`config.mk`:
```
export PLATFORM = sky130hd
export DESIGN_NAME = pmul8x16
export DESIGN_NICKNAME = d
export VERILOG_FILES = /design/src/rtl/pmul_pkg.sv /design/src/rtl/pm_operand_sel.sv /design/src/rtl/pm_lane_mul.sv /design/src/rtl/pm_result_place.sv /design/src/rtl/pmul8x16.sv
export SDC_FILE = /design/constraint.sdc
export NUM_CORES = 1
export LEC_CHECK = 0
export BUFFER_PORTS_ARGS = -buffer_cell sky130_fd_sc_hd__buf_2
export CORE_MARGIN = 3
export CORE_UTILIZATION = 40
export DETAILED_ROUTE_END_ITERATION = 16
export PLACE_DENSITY = 0.56
export SLEW_MARGIN = 20
export SYNTH_ARGS = -nofsm -noshare
export SYNTH_HDL_FRONTEND = slang
export SYNTH_HIERARCHICAL = 1
export SYNTH_SLANG_ARGS = --single-unit
export TNS_END_PERCENT = 50
```
`constraint.sdc`:
```
create_clock -name clk -period 0.8 [get_ports clk]
set_clock_uncertainty 0.2 [all_clocks]
set_input_delay 0.12 -clock clk [delete_from_list [all_inputs] [get_ports clk]]
set_output_delay 0.12 -clock clk [all_outputs]
set_load 0.01 [all_outputs]
```
`src/rtl/pmul_pkg.sv`:
```
package pmul_pkg;

    typedef enum logic [2:0] {
        MD_LANE    = 3'd0,
        MD_SHR_HI  = 3'd1,
        MD_SHR_LO  = 3'd2,
        MD_BYTE_HI = 3'd3,
        MD_BYTE_LO = 3'd4,
        MD_WIDE_HI = 3'd5,
        MD_WIDE_LO = 3'd6,
        MD_NONE    = 3'd7
    } pm_mode_e;

endpackage

```
`src/rtl/pm_operand_sel.sv`:
```
module pm_operand_sel
    import pmul_pkg::*;
#(
    parameter int PIX_W  = 8,
    parameter int COEF_W = 16,
    parameter int LANES  = 4
) (
    input  pm_mode_e                        mode,
    input  logic [LANES*COEF_W-1:0]         op_a,
    input  logic [LANES*COEF_W-1:0]         op_b,
    output logic [LANES-1:0][PIX_W-1:0]     pix,
    output logic [LANES-1:0][COEF_W-1:0]    coef
);
    localparam int WIDE_LANES = LANES / 2;

    always_comb begin
        for (int i = 0; i < LANES; i++) begin
            pix[i]  = '0;
            coef[i] = '0;
            unique case (mode)
                MD_LANE: begin
                    pix[i]  = op_a[i*PIX_W +: PIX_W];
                    coef[i] = op_b[i*COEF_W +: COEF_W];
                end
                MD_SHR_HI: begin
                    pix[i]  = op_a[i*PIX_W +: PIX_W];
                    coef[i] = op_b[COEF_W +: COEF_W];
                end
                MD_SHR_LO: begin
                    pix[i]  = op_a[i*PIX_W +: PIX_W];
                    coef[i] = op_b[0 +: COEF_W];
                end
                MD_BYTE_HI: begin
                    pix[i]  = op_a[i*COEF_W + PIX_W +: PIX_W];
                    coef[i] = op_b[i*COEF_W +: COEF_W];
                end
                MD_BYTE_LO: begin
                    pix[i]  = op_a[i*COEF_W +: PIX_W];
                    coef[i] = op_b[i*COEF_W +: COEF_W];
                end
                MD_WIDE_HI: begin
                    if (i < WIDE_LANES) begin
                        pix[i]  = op_a[i*COEF_W + PIX_W +: PIX_W];
                        coef[i] = op_b[i*COEF_W +: COEF_W];
                    end
                end
                MD_WIDE_LO: begin
                    if (i < WIDE_LANES) begin
                        pix[i]  = op_a[i*COEF_W +: PIX_W];
                        coef[i] = op_b[i*COEF_W +: COEF_W];
                    end
                end
                MD_NONE: begin
                    pix[i]  = '0;
                    coef[i] = '0;
                end
                default: begin
                    pix[i]  = '0;
                    coef[i] = '0;
                end
            endcase
        end
    end

endmodule

```
`src/rtl/pm_lane_mul.sv`:
```
module pm_lane_mul #(
    parameter int PIX_W  = 8,
    parameter int COEF_W = 16
) (
    input  logic [PIX_W-1:0]  pix,
    input  logic [COEF_W-1:0] coef,
    output logic [COEF_W-1:0] lane_res
);
    localparam int PROD_W = PIX_W + COEF_W + 1;

    logic signed [PROD_W-1:0] prod;
    logic [COEF_W-1:0]        kept;
    logic                     half_bit;

    always_comb begin
        prod     = $signed({1'b0, pix}) * $signed(coef);
        kept     = prod[PIX_W+COEF_W-1:PIX_W];
        half_bit = prod[PIX_W-1];
        lane_res = kept + {{(COEF_W-1){1'b0}}, half_bit};
    end

endmodule

```
`src/rtl/pm_result_place.sv`:
```
module pm_result_place
    import pmul_pkg::*;
#(
    parameter int PIX_W  = 8,
    parameter int COEF_W = 16,
    parameter int LANES  = 4
) (
    input  pm_mode_e                        mode,
    input  logic [LANES-1:0][COEF_W-1:0]    lane_res,
    output logic [LANES*COEF_W-1:0]         placed
);
    localparam int WIDE_LANES = LANES / 2;
    localparam int FIELD_W    = 2 * COEF_W;
    localparam int WIDE_OFS   = PIX_W - 1;

    always_comb begin
        placed = '0;
        unique case (mode)
            MD_LANE, MD_SHR_HI, MD_SHR_LO, MD_BYTE_HI, MD_BYTE_LO: begin
                for (int i = 0; i < LANES; i++)
                    placed[i*COEF_W +: COEF_W] = lane_res[i];
            end
            MD_WIDE_HI, MD_WIDE_LO: begin
                for (int i = 0; i < WIDE_LANES; i++)
                    placed[i*FIELD_W + WIDE_OFS +: COEF_W] = lane_res[i];
            end
            MD_NONE: placed = '0;
            default: placed = '0;
        endcase
    end

endmodule

```
`src/rtl/pmul8x16.sv`:
```
module pmul8x16
    import pmul_pkg::*;
#(
    parameter int PIX_W   = 8,
    parameter int COEF_W  = 16,
    parameter int LANES   = 4,
    parameter bit REG_OUT = 1'b1
) (
    input  logic                    clk,
    input  logic                    rst_n,
    input  logic [2:0]              mode,
    input  logic [LANES*COEF_W-1:0] op_a,
    input  logic [LANES*COEF_W-1:0] op_b,
    output logic [LANES*COEF_W-1:0] res
);
    localparam int OP_W = LANES * COEF_W;

    pm_mode_e                       mode_e;
    logic [LANES-1:0][PIX_W-1:0]    pix;
    logic [LANES-1:0][COEF_W-1:0]   coef;
    logic [LANES-1:0][COEF_W-1:0]   lane_res;
    logic [OP_W-1:0]                placed;

    assign mode_e = pm_mode_e'(mode);

    pm_operand_sel #(.PIX_W(PIX_W), .COEF_W(COEF_W), .LANES(LANES)) u_sel (
        .mode (mode_e),
        .op_a (op_a),
        .op_b (op_b),
        .pix  (pix),
        .coef (coef)
    );

    for (genvar g = 0; g < LANES; g++) begin : g_lane
        pm_lane_mul #(.PIX_W(PIX_W), .COEF_W(COEF_W)) u_mul (
            .pix      (pix[g]),
            .coef     (coef[g]),
            .lane_res (lane_res[g])
        );
    end

    pm_result_place #(.PIX_W(PIX_W), .COEF_W(COEF_W), .LANES(LANES)) u_place (
        .mode     (mode_e),
        .lane_res (lane_res),
        .placed   (placed)
    );

    if (REG_OUT) begin : g_reg
        always_ff @(posedge clk or negedge rst_n) begin
            if (!rst_n) res <= '0;
            else        res <= placed;
        end
    end else begin : g_comb
        assign res = placed;
    end

endmodule

```
==> impl_metrics.yaml <==
die:
  die_h_um: 251.5
  die_x_um: 251.5
  rows: 89
  dieArea_mm2: 0.06324
  io_pins: 197
  core_mm2: 0.05935
  start_util_pct: 40.61
grt:
  grt_pass1_vias: 23853
  grt_pass1_wl_mm: 130.7
  gr-total-overflow: 0
  grt_max_degree: 42
  track_usage_pct: 26.12
  antenna_found_initial: 2
setup_path:
  cp_top_family: "adder cells"
  path_buf_inv: 9
  crit_type: "input pin to flop"
  cpPeakStageDelay_ps: 560
  required_ps: 830
  crit_path_end_kind: "flop"
  cp_slowest_cell: "fa_1"
  worstSetupStartpointType: "input pin"
  crit_arrival_ps: 6230
  worstPathMaxFanout: 8
  cpMostUsedCell: "fa_1"
timing:
  setup_viol: 128
  final_max_slew_viol_count: 0
  slew_headroom_pct: 56.94
  min_period_ps: 6197
  tightest_slew_ps: 644.6
  final_hold_viol_count: 0
  timing.fmax_mhz: 161.4
  final.period_utilization_pct: 774.6
  fin_hold_ws_ps: 110.8
  finalWorstSetupSlack_ps: -5397
  rsz0062_at_grt: "true"
drt:
  routedWlPerCell_um: 19.48
  drc: 0
  avgViaCountPerCell: 5.179
  wl_mm: 87.33
  ant_nets: 0
  firstDrtPassIters: 5
  vias: 23222
  drt_iter0_markers: 1229
placement:
  io_buffer_count: 196
  hpwl_mm: 70.21
  dp_cells: 4311
  finalWeightedCongestion: 0.9770
power:
  power_per_cell_area_mw_per_mm2: 4171
  p_leak_nw: 18.33
  vdd_drop_max_uv: 4191
  totalPowerFinal_mw: 153.6
outcome:
  violations: "setup timing"
  outcome: "finished, violations left"
cts:
  clk_pin_slew_ps: 60
  root_buffer: "clkbuf_16"
  numCtsBuffers: 9
  cts_tree: "done"
  ctsHtreeMaxLevel: 3
  cts_buffer_depth: 2
  cts_sinks: 64
yosys:
  synthCells: 2830
  syn_avg_cell_area_um2: 8.517
  syn_nets: 3539
  ys.flop_type: "dfrtp_1"
  ys_ff_latch: 64
  ys_seq_area_share_pct: 6.644
  ys_warn_count: 6
  yosys.area_share.simple_pct: 19.98
  synth-compound-area-share_pct: 13.34
  syn-cell-area_mm2: 0.02410
  yosysUniqueCellTypes: 100
  synth_mux_area_share_pct: 1.718
  synth_top_area_share_pct: 32.89
  synth_edf_count: 0
  synth_top_family_by_area: "adder cells"
  yosysMostFrequentCell: "inv_1"
  synthAdderAreaFrac_pct: 42.23
  synth_top_area_cell: "fa_1"
  synthXorXnorAreaFrac_pct: 4.755
  synthTopCellsByArea: "fa_1 33%, ha_1 9.3%, inv_1 8.8%"
  synthArstFlopShare_pct: 100.0
  synthTopCellsByCount: "564 x inv_1, 396 x fa_1, 325 x nand2_1"
flow_run:
  cap_violations: 0
layout:
  area_growth_pct: 52.81
  nFillCells: 4928
  drive_gt1_share_pct: 43.88
  stdcell_count: 4484
  post-route-util_pct: 62.06
  largest_register_ff_count: 64
  largest-register: "res"
  reg_top3: "res (64)"
  nets: 4414
worst_hold_path:
  min_path_type: "input pin to asynchronous set/reset pin"
power breakdown:
part / total (mW) / internal, mW / switching, mW
combinational: 143 / 72.6 / 70.8
clock: 4.48 / 2.77 / 1.71
sequential: 5.69 / 5.14 / 0.557
total: 154 / 80.5 / 73.1
layer usage:
metal / GRT usage (%) / vias up / wire length (µm)
li1: - / 10831 / -
met5: 0 / - / 9
met1: 36.93 / 11545 / 39280
met3: 3.154 / 128 / 5328
met2: 42.28 / 716 / 39510
met4: 7.558 / 2 / 3200
layout by cell type, fill, tap and decap left out, types with 36 or more instances in the layout:
cell type  instances
a21oi_1           70
a22oi_1           38
and2_1           250
and2_4            39
buf_12            56
buf_2            181
buf_4            602
buf_6            111
dfrtp_1           64
fa_1             380
ha_1             119
ha_4              53
inv_1            506
inv_2             58
mux2i_1           36
nand2_1          261
nand2_2           44
nor2_1            36
xnor2_1           67
timing repair:
action                                 in CTS  in global routing
gates cloned                                8                 12
endpoints found under the hold margin      64                  0
setup endpoints to repair                 128                149
pin swaps                                 157                290
buffers inserted                           80                 87
hold buffers                                1                  0
gates resized for setup                   281                431
cells by family (layout without fill, tap and decap cells):
logic type | count (synthesis) | count (layout)
and+or+nand+nor | 886 | 886
buffers and inverters | 679 | 1557
adders and majority gates | 576 | 576
AOI/OAI and AO/OA | 454 | 456
xor gates and xnor gates | 130 | 130
DFF | 64 | 64
muxes | 41 | 41
other | 0 | 1
worst max-delay path by stage:
| stage | from | endpoint | cells past startpoint |
|---|---|---|---|
| finish | mode[2] | res[49] | 28 |
| global route | mode[2] | res[49] | 28 |
| CTS | mode[2] | res[63] | 28 |
| detailed placement | mode[2] | res[54] | 25 |
| global placement | mode[2] | res[54] | 27 |
| floorplan | mode[2] | res[63] | 26 |
stage by stage:
step | setup TNS, ps | area [µm²] | worst slack (ps)
floorplan | -310020 | 25390 | -5446
global placement | -347330 | 31670 | -5892
detailed placement | -352460 | 31670 | -6033
CTS | -337000 | 34080 | -5303
global route | -351810 | 36830 | -5577
finish | -339810 | 36830 | -5397
cell type report:
| type | instances | area, µm² | area share, % |
|---|---|---|---|
| flip-flops and latches | 64 | 1602 | 4.348 |
| clock buffers | 9 | 225.2 | 0.6114 |
| clock inverters | 7 | 102.6 | 0.2785 |
| inverters | 565 | 2123 | 5.764 |
| diodes | 1 | 2.502 | 0.006794 |
| well taps | 773 | 967.2 | 2.626 |
| repair buffers | 976 | 8372 | 22.73 |
| multi-input cells | 2089 | 23440 | 63.64 |
tightest hold or removal path, stage by stage:
cell	delay, ps
dlygate4sd3_1	520
clkbuf_4	180
buf_4	150
Power figures use the tool's default switching activity.
